**src/rtl/lp_pkg.sv**
```systemverilog
package lp_pkg;
  localparam int XW  = 16;
  localparam int RFW = 4;
  localparam int IW  = 28;

  typedef enum logic [3:0] {
    OP_NOP   = 4'd0,
    OP_ADD   = 4'd1,
    OP_ADDI  = 4'd2,
    OP_LOAD  = 4'd3,
    OP_STORE = 4'd4,
    OP_GOTO  = 4'd5,
    OP_IF    = 4'd6
  } op_e;

  typedef struct packed {
    logic          valid;
    logic [XW-1:0] line;
    logic [IW-1:0] word;
  } fslot_t;

  typedef struct packed {
    logic           valid;
    logic [XW-1:0]  line;
    op_e            op;
    logic [RFW-1:0] dst;
    logic [RFW-1:0] s1;
    logic [RFW-1:0] s2;
    logic           use1;
    logic           use2;
    logic           wr;
    logic [XW-1:0]  imm;
  } dslot_t;

  typedef struct packed {
    logic           valid;
    logic [XW-1:0]  line;
    op_e            op;
    logic [RFW-1:0] dst;
    logic           wr;
    logic [XW-1:0]  imm;
    logic [XW-1:0]  v1;
    logic [XW-1:0]  v2;
  } xslot_t;

  typedef struct packed {
    logic           valid;
    logic [XW-1:0]  line;
    logic           wr;
    logic [RFW-1:0] dst;
    logic           st;
    logic [XW-1:0]  addr;
    logic [XW-1:0]  val;
  } wslot_t;

  function automatic dslot_t decode(input fslot_t f);
    dslot_t d;
    d.valid = f.valid;
    d.line  = f.line;
    d.op    = OP_NOP;
    d.dst   = f.word[23:20];
    d.s1    = '0;
    d.s2    = '0;
    d.use1  = 1'b0;
    d.use2  = 1'b0;
    d.wr    = 1'b0;
    d.imm   = f.word[15:0];
    case (f.word[27:24])
      4'd1: begin
        d.op = OP_ADD; d.s1 = f.word[19:16]; d.s2 = f.word[15:12];
        d.use1 = 1'b1; d.use2 = 1'b1; d.wr = 1'b1;
      end
      4'd2: begin
        d.op = OP_ADDI; d.s1 = f.word[19:16]; d.use1 = 1'b1; d.wr = 1'b1;
      end
      4'd3: begin
        d.op = OP_LOAD; d.wr = 1'b1;
      end
      4'd4: begin
        d.op = OP_STORE; d.s1 = f.word[23:20]; d.use1 = 1'b1;
      end
      4'd5: d.op = OP_GOTO;
      4'd6: begin
        d.op = OP_IF; d.s1 = f.word[23:20]; d.use1 = 1'b1;
      end
      default: d.op = OP_NOP;
    endcase
    return d;
  endfunction
endpackage

```
**src/rtl/lp_regfile.sv**
```systemverilog
module lp_regfile
  import lp_pkg::*;
#(
  parameter int NREG = 16
) (
  input  logic           clk,
  input  logic           rst,
  input  logic [RFW-1:0] ra1,
  input  logic [RFW-1:0] ra2,
  output logic [XW-1:0]  rd1,
  output logic [XW-1:0]  rd2,
  input  logic           we,
  input  logic [RFW-1:0] wa,
  input  logic [XW-1:0]  wd
);
  logic [XW-1:0] regs [NREG];

  always_ff @(posedge clk) begin
    if (rst) begin
      for (int i = 0; i < NREG; i++) regs[i] <= '0;
    end else if (we) begin
      for (int i = 0; i < NREG; i++)
        if (wa == RFW'(i)) regs[i] <= wd;
    end
  end

  always_comb begin
    rd1 = '0;
    rd2 = '0;
    for (int i = 0; i < NREG; i++) begin
      if (ra1 == RFW'(i)) rd1 = regs[i];
      if (ra2 == RFW'(i)) rd2 = regs[i];
    end
  end
endmodule

```
**src/rtl/lp_dmem.sv**
```systemverilog
module lp_dmem
  import lp_pkg::*;
#(
  parameter int DWORDS = 16,
  parameter logic [XW-1:0] DINIT [DWORDS] = '{default: '0}
) (
  input  logic          clk,
  input  logic          rst,
  input  logic          we,
  input  logic [XW-1:0] waddr,
  input  logic [XW-1:0] wdata,
  input  logic [XW-1:0] raddr,
  output logic [XW-1:0] rdata
);
  logic [XW-1:0] mem [DWORDS];

  always_ff @(posedge clk) begin
    if (rst) begin
      for (int i = 0; i < DWORDS; i++) mem[i] <= DINIT[i];
    end else if (we) begin
      for (int i = 0; i < DWORDS; i++)
        if (waddr == XW'(i)) mem[i] <= wdata;
    end
  end

  always_comb begin
    rdata = '0;
    for (int i = 0; i < DWORDS; i++)
      if (raddr == XW'(i)) rdata = mem[i];
  end
endmodule

```
**src/rtl/lp_hazard.sv**
```systemverilog
module lp_hazard
  import lp_pkg::*;
#(
  parameter int NPROD = 2
) (
  input  logic                       rd_valid,
  input  logic                       use1,
  input  logic                       use2,
  input  logic [RFW-1:0]             s1,
  input  logic [RFW-1:0]             s2,
  input  logic [NPROD-1:0]           p_valid,
  input  logic [NPROD-1:0]           p_wr,
  input  logic [NPROD-1:0][RFW-1:0]  p_dst,
  output logic                       hit
);
  logic [NPROD-1:0] owed;

  for (genvar g = 0; g < NPROD; g++) begin : g_prod
    assign owed[g] = p_valid[g] && p_wr[g] &&
                     ((use1 && (s1 == p_dst[g])) || (use2 && (s2 == p_dst[g])));
  end

  assign hit = rd_valid && (|owed);
endmodule

```
**src/rtl/line_pipe_core.sv**
```systemverilog
module line_pipe_core
  import lp_pkg::*;
#(
  parameter int NLINES = 11,
  parameter int DWORDS = 16,
  parameter int NREG   = 16,
  parameter logic [IW-1:0] PROG [NLINES] = '{
    28'h3100001, 28'h2310014, 28'h3200002, 28'h6200006,
    28'h1212000, 28'h2520032, 28'h2610014, 28'h271001E,
    28'h470000A, 28'h460000B, 28'h450000C},
  parameter logic [XW-1:0] DINIT [DWORDS] = '{1: 16'd10, 2: 16'd5, default: 16'd0}
) (
  input  logic           clk,
  input  logic           rst,
  output logic           done_o,
  output logic [XW-1:0]  pc_o,
  output logic [4:0]     occ_o,
  output logic           ret_valid_o,
  output logic [XW-1:0]  ret_line_o,
  output logic           ret_we_o,
  output logic [RFW-1:0] ret_reg_o,
  output logic           ret_st_o,
  output logic [XW-1:0]  ret_addr_o,
  output logic [XW-1:0]  ret_val_o
);
  localparam logic [XW-1:0] LAST = XW'(NLINES);

  logic [XW-1:0] pc;
  fslot_t f_q;
  dslot_t d_q, o_q;
  xslot_t e_q;
  wslot_t w_q;
  logic   done_q;

  logic          fetch_ok, taken, stall, hazard, mem_we;
  logic [XW-1:0] rf_a, rf_b, mem_rd, ex_val;

  function automatic logic [IW-1:0] rom_word(input logic [XW-1:0] ln);
    logic [IW-1:0] w;
    w = '0;
    for (int i = 0; i < NLINES; i++)
      if (ln == XW'(i + 1)) w = PROG[i];
    return w;
  endfunction

  assign fetch_ok = (pc != '0) && (pc <= LAST);

  lp_regfile #(.NREG(NREG)) u_rf (
    .clk (clk), .rst (rst),
    .ra1 (o_q.s1), .ra2 (o_q.s2),
    .rd1 (rf_a),   .rd2 (rf_b),
    .we  (w_q.valid && w_q.wr), .wa (w_q.dst), .wd (w_q.val)
  );

  lp_hazard #(.NPROD(2)) u_hz (
    .rd_valid (o_q.valid),
    .use1     (o_q.use1), .use2 (o_q.use2),
    .s1       (o_q.s1),   .s2   (o_q.s2),
    .p_valid  ({w_q.valid, e_q.valid}),
    .p_wr     ({w_q.wr, e_q.wr}),
    .p_dst    ({w_q.dst, e_q.dst}),
    .hit      (hazard)
  );

  assign mem_we = e_q.valid && (e_q.op == OP_STORE);

  lp_dmem #(.DWORDS(DWORDS), .DINIT(DINIT)) u_dm (
    .clk   (clk), .rst (rst),
    .we    (mem_we), .waddr (e_q.imm), .wdata (e_q.v1),
    .raddr (e_q.imm), .rdata (mem_rd)
  );

  always_comb begin
    case (e_q.op)
      OP_ADD:   ex_val = e_q.v1 + e_q.v2;
      OP_ADDI:  ex_val = e_q.v1 + e_q.imm;
      OP_LOAD:  ex_val = mem_rd;
      OP_STORE: ex_val = e_q.v1;
      default:  ex_val = '0;
    endcase
  end

  assign taken = e_q.valid &&
                 ((e_q.op == OP_GOTO) || ((e_q.op == OP_IF) && (e_q.v1 != '0)));
  assign stall = hazard && !taken;

  always_ff @(posedge clk) begin
    if (rst) begin
      pc     <= XW'(1);
      f_q    <= '0;
      d_q    <= '0;
      o_q    <= '0;
      e_q    <= '0;
      w_q    <= '0;
      done_q <= 1'b0;
    end else begin
      w_q.valid <= e_q.valid;
      w_q.line  <= e_q.line;
      w_q.wr    <= e_q.wr;
      w_q.dst   <= e_q.dst;
      w_q.st    <= (e_q.op == OP_STORE);
      w_q.addr  <= e_q.imm;
      w_q.val   <= ex_val;
      done_q    <= done_q || (!fetch_ok && !f_q.valid && !d_q.valid &&
                              !o_q.valid && !e_q.valid && !w_q.valid);
      if (taken) begin
        f_q.valid <= 1'b0;
        d_q.valid <= 1'b0;
        o_q.valid <= 1'b0;
        e_q.valid <= 1'b0;
        pc        <= e_q.imm;
      end else if (stall) begin
        e_q.valid <= 1'b0;
      end else begin
        e_q.valid <= o_q.valid;
        e_q.line  <= o_q.line;
        e_q.op    <= o_q.op;
        e_q.dst   <= o_q.dst;
        e_q.wr    <= o_q.wr;
        e_q.imm   <= o_q.imm;
        e_q.v1    <= rf_a;
        e_q.v2    <= rf_b;
        o_q       <= d_q;
        d_q       <= decode(f_q);
        f_q.valid <= fetch_ok;
        f_q.line  <= pc;
        f_q.word  <= rom_word(pc);
        if (fetch_ok) pc <= pc + XW'(1);
      end
    end
  end

  assign done_o      = done_q;
  assign pc_o        = pc;
  assign occ_o       = {w_q.valid, e_q.valid, o_q.valid, d_q.valid, f_q.valid};
  assign ret_valid_o = w_q.valid;
  assign ret_line_o  = w_q.line;
  assign ret_we_o    = w_q.valid && w_q.wr;
  assign ret_reg_o   = w_q.dst;
  assign ret_st_o    = w_q.valid && w_q.st;
  assign ret_addr_o  = w_q.addr;
  assign ret_val_o   = w_q.val;

  // a held reader leaves an empty execute slot behind it
  a_r6_stall_bubble: assert property (@(posedge clk) disable iff (rst)
    stall |=> !e_q.valid);
  // the held reader stays in operand read
  a_r6_stall_hold: assert property (@(posedge clk) disable iff (rst)
    stall |=> (o_q.valid && $stable(o_q.line)));
  // the three younger stages are empty after a taken jump
  a_r7_flush_clears: assert property (@(posedge clk) disable iff (rst)
    taken |=> (!f_q.valid && !d_q.valid && !o_q.valid));
  // done never drops once raised
  a_r8_done_sticky: assert property (@(posedge clk) disable iff (rst)
    done_q |=> done_q);
  // done only with an empty pipeline
  a_r8_done_empty: assert property (@(posedge clk) disable iff (rst)
    done_q |-> (occ_o == 5'b0));
  // a retiring instruction never writes a register and memory at once
  a_r9_one_effect: assert property (@(posedge clk) disable iff (rst)
    ret_valid_o |-> !(ret_we_o && ret_st_o));
endmodule

```
**config.mk**
```make
export PLATFORM = sky130hd
export DESIGN_NAME = line_pipe_core
export DESIGN_NICKNAME = d
export VERILOG_FILES = /design/src/rtl/lp_pkg.sv /design/src/rtl/lp_regfile.sv /design/src/rtl/lp_dmem.sv /design/src/rtl/lp_hazard.sv /design/src/rtl/line_pipe_core.sv
export SDC_FILE = /design/constraint.sdc
export NUM_CORES = 1
export LEC_CHECK = 0
export BUFFER_PORTS_ARGS = -buffer_cell sky130_fd_sc_hd__buf_4
export CAP_MARGIN = 5
export CELL_PAD_IN_SITES_DETAIL_PLACEMENT = 1
export CELL_PAD_IN_SITES_GLOBAL_PLACEMENT = 1
export CORE_MARGIN = 2
export CORE_UTILIZATION = 51
export CTS_CLUSTER_SIZE = 28
export DETAILED_ROUTE_END_ITERATION = 16
export PLACE_DENSITY_LB_ADDON = 0.2
export REMOVE_ABC_BUFFERS = 1
export SKIP_LAST_GASP = 1
export SYNTH_ARGS = -nofsm -noshare
export SYNTH_HDL_FRONTEND = slang
export SYNTH_HIERARCHICAL = 1
export SYNTH_SLANG_ARGS = --single-unit
```
**constraint.sdc**
```tcl
create_clock -name clk -period 4.1 [get_ports clk]
set_clock_uncertainty 0.05 [all_clocks]
set_input_delay 0.41 -clock clk [delete_from_list [all_inputs] [get_ports clk]]
set_output_delay 0.41 -clock clk [all_outputs]
set_load 0.02 [all_outputs]
```
==> results.md, run 1 <==
Timing:
- The transition time at the pin with the least slew margin is 1.36 ns.
- The hold violation total from the final report is 0.
- The number of max-slew violations in the final report is 0.
- For this run, the top clock speed supported by timing is 0.273 GHz.
- The final period utilization is 0.894.
- Setup repair after global routing left no endpoint under its margin.
- Summed over all failing endpoints, the final setup total negative slack is 0 ns.
- Measured against its own limit, the worst slew margin works out to 0.0924.
- The time the worst path needs with I/O delays and setup is 3.66 ns.
- The number of failing setup endpoints in the final timing report is 0.
- The worst hold slack is 0.170 ns.

CTS:
- The number of buffers added by the clock tree synthesis step is 83.
- TritonCTS built the clock tree.
- The root buffer cell chosen for the clock tree is sky130_fd_sc_hd__clkbuf_16.
- After clock tree synthesis, the repair step resized 0 gates.
- The hold-fix buffer count after cts is 0.
- The tree built by TritonCTS fans out to 742 sinks.
- The number of H-tree branching levels is 3.
- For the worst-skew pair, the clock arrives at the later sink with an insertion delay of 0.64 ns.
- After clock tree synthesis, the setup repair step added 0 buffers.
- Clock-pin slew was measured on the worst setup and hold paths at 0.06 ns.
- The maximum clock path buffer count is 3.

Critical path:
- The classification of the worst setup path is flop to flop.
- The worst setup path is captured at a flop.
- Data on the critical path is required at its endpoint by 4.58 ns.
- Together, buffers and inverters on the worst path number 1.
- The critical path depth in cells is 11.
- The worst register-to-register path has a depth of 11.
- STA classifies the critical path startpoint as a flop.
- Grouping stages by cell kind, the critical path spends the most delay in simple AND/OR/NAND/NOR gates.
- In this run the critical register-to-register path is launched from e_q[32]$_SDFFE_PP0P_.
- In this design, the critical path's most frequently occurring cell is sky130_fd_sc_hd__a22oi_1.
- The critical path goes through buf_4 > or2_2 > nor2_8 > nor3_1 > a22oi_1 > o221ai_1 > a22oi_1 > a22oi_1 > nor2_1 > nor3_1 > nand2_1.
- The highest cell delay on the worst timing path is 0.82 ns.
- The reg2reg setup slack is 0.44 ns.
- The cell type of the slowest stage on the worst timing path is sky130_fd_sc_hd__nor3_1.
- Along the worst path, the maximum fanout reaches 32.
- The worst endpoint data arrival time is 4.14 ns.
- The endpoint identified for the worst register-to-register timing path is ret_val_o[12]$_SDFF_PP0_.

Place:
- Including well taps, the total number of placed cells is about 4300.
- In this run the tool buffered the top-level ports with 68 buffer cells.
- Detailed placement finished with a half-perimeter wire length of ~91 mm.
- The congestion estimate from routability-driven global placement came to 0.943.

Layout:
- From synthesis to final layout, the design area changed by 11.0%.
- The library cells used most frequently in the layout, excluding fill and tap cells, are sky130_fd_sc_hd__edfxtp_1, sky130_fd_sc_hd__nor2_1, sky130_fd_sc_hd__nand2_1, sky130_fd_sc_hd__a21oi_1, sky130_fd_sc_hd__dfxtp_1.
- In the final design database the tool counted 3512 nets.
- The most common cell after layout, fill and taps aside is sky130_fd_sc_hd__edfxtp_1.
- The share of cells above drive strength 1 is 0.121.
- The finished layout holds 4498 standard cells, fillers aside.

Min path:
- The number of cells on the worst hold path is 2.
- The beginning of the worst hold path is rst.
- The min-delay analysis places its worst path in the category input pin to flop.
- The path with the worst hold slack has its endpoint at ret_line_o[4]$_SDFF_PP0_.

Global route:
- The final global-route overflow total is 0.
- In the global route stage, overall resource usage came out at 0.362.
- The via count of the first global-routing pass came to 29000.
- The wire length of the first global-routing pass is 193 mm.
- The initial antenna violation count is 2.
- The pin count of the biggest net entering global routing is 119.

Logic synthesis:
- Yosys mapped a number of flops with a built-in enable equal to 512.
- Counting flops with an async set or reset pin after synthesis yields a share of 0.
- The share of the Yosys chip area taken by registers is 0.558.
- The count of unique library cells instantiated by Yosys is between 80 and 90.
- Dividing the synthesized area by the synthesized cell count gives 10.3 um2.
- In the synthesized netlist the dominant register cell turns out to be sky130_fd_sc_hd__edfxtp_1.
- Counting every instance in the synthesized netlist gives 3478.
- Synthesis inferred roughly 740 register bits.
- Yosys printed 6 warnings.
- The mapped netlist covers roughly 36000 um2.

Flow run:
- The max-capacitance violation count is 0.

Floorplan:
- After floorplanning, the core was sized to cover 69800 um2.
- Measured along the x axis, the die boundary spans 269 um.
- From bottom edge to top edge, the die measures around 270 um.
- The initial core utilization is 0.513.
- Row generation in the floorplan step produced a little under 100 rows.
- The floorplan step defined a die boundary enclosing approximately 72000 um2.
- The I/O pin count is 79.

Routing:
- The first detailed-routing pass ran for 6 iterations.
- For this block, the initial DRC count from the detailed router was approximately 3500.
- The routed length per instance is roughly 29 um.
- The overall routed net length is 132 mm.
- The DRC violation count after routing is 0.
- Dividing the detail-routed via count by the number of cells gives 6.50.
- The detailed router placed approximately 29000 vias in this run.
- The final antenna-violating net count is 0.

Outcome:
- The flow ran to the end, and the final reports show no timing, DRC or antenna violations.

Power:
- IR analysis of the VDD net gives a maximum drop of around 0.00038 V.
- The leakage power of the design is 14.2 nW.
- Power spread over the standard cell area amounts to 449 nW/um2.
## worst max-delay path by stage
stage / startpoint / to / slack [ns]
2_1_floorplan: o_q[20]$_SDFFE_PP0P_ / d_q[16]$_SDFFE_PP0P_ / -2.70
3_3_place_gp: e_q[32]$_SDFFE_PP0P_ / ret_val_o[12]$_SDFF_PP0_ / 0.74
6_report: e_q[32]$_SDFFE_PP0P_ / ret_val_o[12]$_SDFF_PP0_ / 0.44
3_5_place_dp: e_q[32]$_SDFFE_PP0P_ / ret_val_o[10]$_SDFF_PP0_ / 0.62
4_1_cts: e_q[32]$_SDFFE_PP0P_ / ret_val_o[10]$_SDFF_PP0_ / 0.58
5_1_grt: e_q[45]$_SDFFE_PP0P_ / ret_val_o[11]$_SDFF_PP0_ / 0.34
## kinds of logic (layout without fill, tap and decap cells)
group,after synthesis,count (layout),synth area share
simple gates,1261,1261,0.163
compound gates,843,843,0.151
flops,742,742,0.558
buf+inv,395,403,0.0533
mux,181,181,0.0595
xor+xnor,33,33,0.00807
fa+ha+maj,22,22,0.00789
other cells,1,73,0.000105
## layer usage
metal  up-vias  global-route usage  part of all wire
li1      12500                   -                 -
met1     14800               0.519              0.42
met2      1693               0.552              0.45
met3       229              0.0747              0.11
met4         0               0.114             0.028
met5         -                   0                 0
## worst reg2reg max path: stages (launching register included)
cell	delay (ns)
sky130_fd_sc_hd__dfxtp_4	0.65
sky130_fd_sc_hd__buf_4	0.40
sky130_fd_sc_hd__or2_2	0.44
sky130_fd_sc_hd__nor2_8	0.13
sky130_fd_sc_hd__nor3_1	0.83
sky130_fd_sc_hd__a22oi_1	0.19
sky130_fd_sc_hd__o221ai_1	0.22
sky130_fd_sc_hd__a22oi_1	0.12
sky130_fd_sc_hd__a22oi_1	0.19
sky130_fd_sc_hd__nor2_1	0.07
sky130_fd_sc_hd__nor3_1	0.21
sky130_fd_sc_hd__nand2_1	0.07
## stage by stage
step	worst slack, ns	cell area, um2	utilization	power, mW
3_3_place_gp	0.738	37100	0.531	10.4
4_1_cts	0.575	39800	0.570	17.9
5_1_grt	0.343	39800	0.570	18.4
3_5_place_dp	0.621	37100	0.531	10.5
2_1_floorplan	-2.70	34400	-	9.78
6_report	0.436	39800	0.570	17.9
## flip-flops by register name (all words and copies together), names as in the netlist
register / cells
d_q: 36
done_o: 1
e_q: 62
f_q: 30
o_q: 36
occ_o: 4
pc_o: 16
ret_addr_o: 7
ret_line_o: 16
ret_reg_o: 3
ret_val_o: 16
ret_valid_o: 1
u_dm/mem: 256
u_rf/regs: 256
w_q: 2
## where the power goes
| part | switching, mW | internal (mW) | total, mW |
|---|---|---|---|
| Sequential | 0.327 | 8.35 | 8.68 |
| Combinational | 1.18 | 0.606 | 1.79 |
| Clock | 3.17 | 4.22 | 7.39 |
| Total | 4.68 | 13.2 | 17.9 |
## Yosys cell counts, drive strengths merged (17+ instances only)
library cell / n / area [um2]
a211oi: 20 / 150
a21o: 27 / 203
a21oi: 287 / 1440
a221o: 18 / 180
a221oi: 20 / 175
a22oi: 60 / 455
a31oi: 17 / 106
and2: 20 / 125
buf: 156 / 1010
clkbuf: 177 / 664
dfxtp: 230 / 4600
edfxtp: 512 / 15400
ha: 21 / 263
inv: 60 / 225
mux2: 56 / 631
mux2i: 105 / 1050
mux4: 20 / 450
nand2: 424 / 1590
nand2b: 68 / 425
nand3: 48 / 245
nand3b: 25 / 188
nor2: 455 / 1740
nor2b: 82 / 513
nor3: 32 / 160
nor4: 19 / 165
o211ai: 17 / 128
o21ai: 150 / 751
o221ai: 30 / 263
o22ai: 70 / 438
xor2: 23 / 201
## layout make-up
| class | count | area [um2] |
|---|---|---|
| multi-input combinational | 2412 | 14200 |
| timing repair buffer | 187 | 1460 |
| fill | 7489 | 30000 |
| clock buffer | 110 | 2290 |
| inverter | 62 | 233 |
| sequential | 742 | 20000 |
| clock inverter | 44 | 398 |
| tap | 940 | 1180 |
| antenna | 1 | 2.50 |
No activity file was read; power rests on OpenSTA's default activity.
==> inputs of run 2 (changes only) <==
--- a/config.mk
+++ b/config.mk
@@ -7,2 +7,3 @@
 export LEC_CHECK = 0
+export ABC_AREA = 1
 export BUFFER_PORTS_ARGS = -buffer_cell sky130_fd_sc_hd__buf_4
@@ -12,3 +13,3 @@
 export CORE_MARGIN = 2
-export CORE_UTILIZATION = 51
+export CORE_UTILIZATION = 49
 export CTS_CLUSTER_SIZE = 28
--- a/constraint.sdc
+++ b/constraint.sdc
@@ -4,2 +4,2 @@
 set_output_delay 0.41 -clock clk [all_outputs]
-set_load 0.02 [all_outputs]
+set_load 0.005 [all_outputs]
==> run 2 against run 1 <==
  * The flow now finishes with violations (max-slew violations)
  * Sequential power is 1% lower
  * Non-clock buffer count decreased by 40
  * Critical path depth grew 13
  * Critical path type unchanged
  * Worst hold slack improved by 0.055 ns
==> results.md, run 2 <==
CTS:
- The clock net sink count is 742 (unchanged).
- The maximum clock path buffer count came to 3 (unchanged).
- The post-cts sizing count is 0 (unchanged).
- The number of H-tree branching levels is 3 (unchanged).
- The number of buffers added by the clock tree synthesis step came to 81 (-2.4%).
- The clock latency of the later-clocked register in the worst-skew pair is 0.64 ns (about the same).
- The hold-fix buffer count after cts is 0 (unchanged).
- The number of buffers added for setup after CTS came to 0 (unchanged).
- The cell sitting at the root of the clock tree is a sky130_fd_sc_hd__clkbuf_16.
- TritonCTS built the clock tree.
- The clock transition at the register clock pins on the worst setup and hold paths after CTS is 0.06 ns (about the same).

Power:
- The final total power is 17.3 mW (-3.2%).
- The sequential share of power is 0.495 (+0.009).
- The combinational fraction of design power is 0.080 (-0.020).
- The leakage power of the design is 15.5 nW (+9.3%).
- The switching portion of total power is 0.247 (-0.0150).
- The portion of total power attributed to the clock network came to 0.426 (+0.012).
- The internal cell power came to 13.0 mW (-1.2%).
- The net switching component of the power is 4.28 mW (-8.7%).
- The worst IR drop on VDD is 0.000310 V (-18%).
- The power per cell area is 447 nW/um2 (-0.42%).

Logic synthesis:
- Sorting the synthesized cells by area gives the leading types as sky130_fd_sc_hd__edfxtp_1, sky130_fd_sc_hd__dfxtp_1, sky130_fd_sc_hd__nor2_1, sky130_fd_sc_hd__nand2_1, sky130_fd_sc_hd__inv_1.
- The count of unique library cells instantiated by Yosys was 50 (-40%).
- The commonest cells after synthesis are sky130_fd_sc_hd__nor2_1, sky130_fd_sc_hd__nand2_1, sky130_fd_sc_hd__edfxtp_1, sky130_fd_sc_hd__inv_1, sky130_fd_sc_hd__a21oi_1.
- The share of synthesized registers carrying an async set or reset is 0 (unchanged).
- The synthesis warning total was 6 (unchanged).
- The area share of the leading cell type in the synthesized netlist came to 0.443 (+0.0141).
- The number of enable-type register cells in the synthesized netlist is 512 (unchanged).
- The mapped cell area came to 34700 um2 (-3.2%).
- The mean area per synthesized cell is 8.54 um2 (-17%).
- The post-synthesis sequential area ratio was 0.576 (+0.0184).
- The predominant post-synthesis flop cell is sky130_fd_sc_hd__edfxtp_1.
- The number of register bits inferred by synthesis was 742 (unchanged).
- The instance count of the mapped netlist is 4062 (+17%).
- The most area-hungry cell type in the Yosys netlist is sky130_fd_sc_hd__edfxtp_1.
- In the post-synthesis netlist, the cell with the most instances is sky130_fd_sc_hd__nor2_1.

Layout:
- The count of fill cells added during filler insertion is 8277 (+11%).
- The number of nets at the end of the flow is 4140 (+18%).
- The library cells used most frequently in the layout, excluding fill and tap cells, are sky130_fd_sc_hd__nor2_1, sky130_fd_sc_hd__nand2_1, sky130_fd_sc_hd__edfxtp_1, sky130_fd_sc_hd__inv_1, sky130_fd_sc_hd__a21oi_1.
- The share of the core filled with cells in the final layout is 0.552 (-0.0176).
- The library cell used most frequently in the layout, excluding fill and tap cells, is sky130_fd_sc_hd__nor2_1.
- The area added between synthesis and finish is 11.5%.
- The share of cells above drive strength 1 was 0.0894 (-0.0315).
- In the final layout, the registers with the most flip-flops are u_dm/mem: 256 flops, u_rf/regs: 256 flops, e_q: 62 flops.

Global route:
- The global-route track usage on met3 is 0.0455 (-0.0292).
- The final global-route overflow total is 0 (unchanged).
- The global-route total usage across every layer is 0.315 (-0.0467).
- The via count of the first global-routing pass is 29800 (+2.7%).
- The met1 track demand over resource in global routing is 0.388 (-0.131).
- The pin count of the biggest net entering global routing was 94 (-21%).
- The wire length of the first global-routing pass came to 176 mm (-8.6%).
- The met2 global-route usage is 0.548 (-0.00434).
- The initial antenna violation count is 0 (-2).
- met2 is the most crowded layer.

Timing:
- The transition time at the pin with the least slew margin was 1.67 ns (+0.317 ns).
- The worst setup slack after layout was 0.751 ns (+0.315 ns).
- The final period utilization was 0.817 (-0.0768).
- Setup repair after global routing left no endpoint under its margin.
- The number of failing setup endpoints in the final timing report is 0 (unchanged).
- The relative max-transition margin came to -0.120 (-0.212).
- The number of max-slew violations in the final report came to 48 (+48).
- The worst hold slack is 0.225 ns (+0.0553 ns).
- The time the worst path needs with I/O delays and setup was 3.35 ns (-0.315 ns).
- The hold violation total from the final report is 0 (unchanged).
- The maximum clock rate is 0.299 GHz (+9.4%).

Place:
- The placed wire-length estimate is 80.5 mm (-11%).
- The placement-stage worst setup slack was 0.831 ns (+0.210 ns).
- The weighted congestion at the end of routability-driven global placement is 0.952 (+1.0%).
- The quantity of I/O buffers inserted on ports came to 68 (unchanged).

Routing:
- The starting DRC count in detailed routing is 2483 (-30%).
- The routed length per instance is 22.8 um (-23%).
- The count of vias placed by the detailed router is 29000 (-1.0%).
- The first-pass iteration count of the detailed router was 5 (-1).
- The overall routed net length is 117 mm (-12%).
- The routed via count divided by cell count is 5.65 (-13%).
- The DRC violation count after routing is 0 (unchanged).
- The final antenna-violating net count is 0 (unchanged).

Floorplan:
- The die footprint is 72900 um2 (+0.75%).
- The placeable core region was 70000 um2 (+0.35%).
- The floorplan row count is 97 (unchanged).
- The I/O pin count came to 79 (unchanged).
- The initial core utilization was 0.495 (-0.0181).
- The chip height was 270 um (+0.38%).
- The die width is 270 um (+0.38%).

Critical path:
- Walking the worst path, the cells encountered are nand2_1 > nor2_1 > nand3_2 > inv_2 > nand2_1 > nand4_1 > nand2_1 > nand2_1 > o21ai_1 > nand2_1 > nand2_1 > nand2_1 > o21ai_1 > nand2_1 > nand2_1 > nand2_1 > nand2_1 > nand2_1 > nand2_1 > nand2_1 > inv_1 > o22ai_1 > inv_1 > a21oi_1.
- The cell type of the slowest stage on the worst timing path is sky130_fd_sc_hd__dfxtp_1.
- The highest cell delay on the worst timing path is 0.50 ns (-0.32 ns).
- The cell that appears most often on the critical path is sky130_fd_sc_hd__nand2_1.
- The data required time at the worst endpoint was 4.62 ns (+0.04 ns).
- The classification of the worst setup path is flop to flop.
- The launching element type of the critical path is a flop.
- The worst setup path is captured at a flop.
- The largest fanout of any net on the critical path is 13 (-59%).
- The worst endpoint data arrival time is 3.86 ns (-0.28 ns).

Min path:
- The worst hold path belongs to the class input pin to flop.

Flow run:
- The max-capacitance violation count came to 0 (unchanged).

Outcome:
- The final reports fail on max-slew violations.
- The flow ran to the end, but the final reports show violations.
## run 2: worst paths after layout
kind / from / endpoint / slack [ns] / cells past startpoint
min: rst / ret_val_o[4]$_SDFF_PP0_ / 0.22 / 2
max: e_q[33]$_SDFFE_PP0P_ / ret_val_o[5]$_SDFF_PP0_ / 0.75 / 24
min reg2reg: e_q[58]$_SDFFE_PP0P_ / ret_line_o[1]$_SDFF_PP0_ / 0.38 / 2
max reg2reg: e_q[33]$_SDFFE_PP0P_ / ret_val_o[5]$_SDFF_PP0_ / 0.75 / 24
## run 2: kinds of logic (layout without fill, tap and decap cells)
logic type | after synthesis | count (layout) | synth area share
simple gates | 2181 | 2181 | 0.263
flops | 742 | 742 | 0.576
buf+inv | 605 | 669 | 0.0761
compound gates | 504 | 504 | 0.0752
fa+ha+maj | 22 | 22 | 0.00815
xor+xnor | 7 | 7 | 0.00177
other cells | 1 | 60 | 0.000108
## run 2: power by group through the flow
stage / Combinational [mW] / Clock [mW] / Sequential [mW]
2_1_floorplan: 0.825 / 0 / 8.64
3_3_place_gp: 1.29 / 0 / 8.69
3_5_place_dp: 1.32 / 0 / 8.70
4_1_cts: 1.33 / 7.47 / 8.55
5_1_grt: 1.52 / 7.75 / 8.59
6_report: 1.38 / 7.37 / 8.56
## run 2: critical path: cells and delay by family, from the launching register on
family | cells | cell delay, ns
simple gates | 17 | 1.78
flops | 1 | 0.50
compound gates | 4 | 0.50
buf+inv | 3 | 0.44
## run 2: layout make-up
class | instances | area, um2 | share of cell area
sequential | 742 | 20000 | 0.517
clock inverter | 37 | 373 | 0.00964
multi-input combinational | 2773 | 12300 | 0.319
antenna | 1 | 2.50 | 0.0000647
clock buffer | 114 | 2290 | 0.0591
inverter | 371 | 1400 | 0.0361
timing repair buffer | 147 | 1140 | 0.0295
tap | 940 | 1180 | 0.0304
## run 2: routing by layer
layer | wire, um | up-vias
met5 | 0 | -
met4 | 5340 | 0
met3 | 7430 | 290
met2 | 57200 | 1028
met1 | 46600 | 14300
li1 | - | 13300
## run 2: per-stage QoR
stage | instances | setup TNS [ns] | instance area, um2
finish | 5125 | 0 | 38700
global route | 5124 | 0 | 38700
CTS | 5124 | 0 | 38700
detailed placement | 4973 | 0 | 36000
global placement | 4973 | 0 | 36000
floorplan | 3886 | -29.07 | 33700
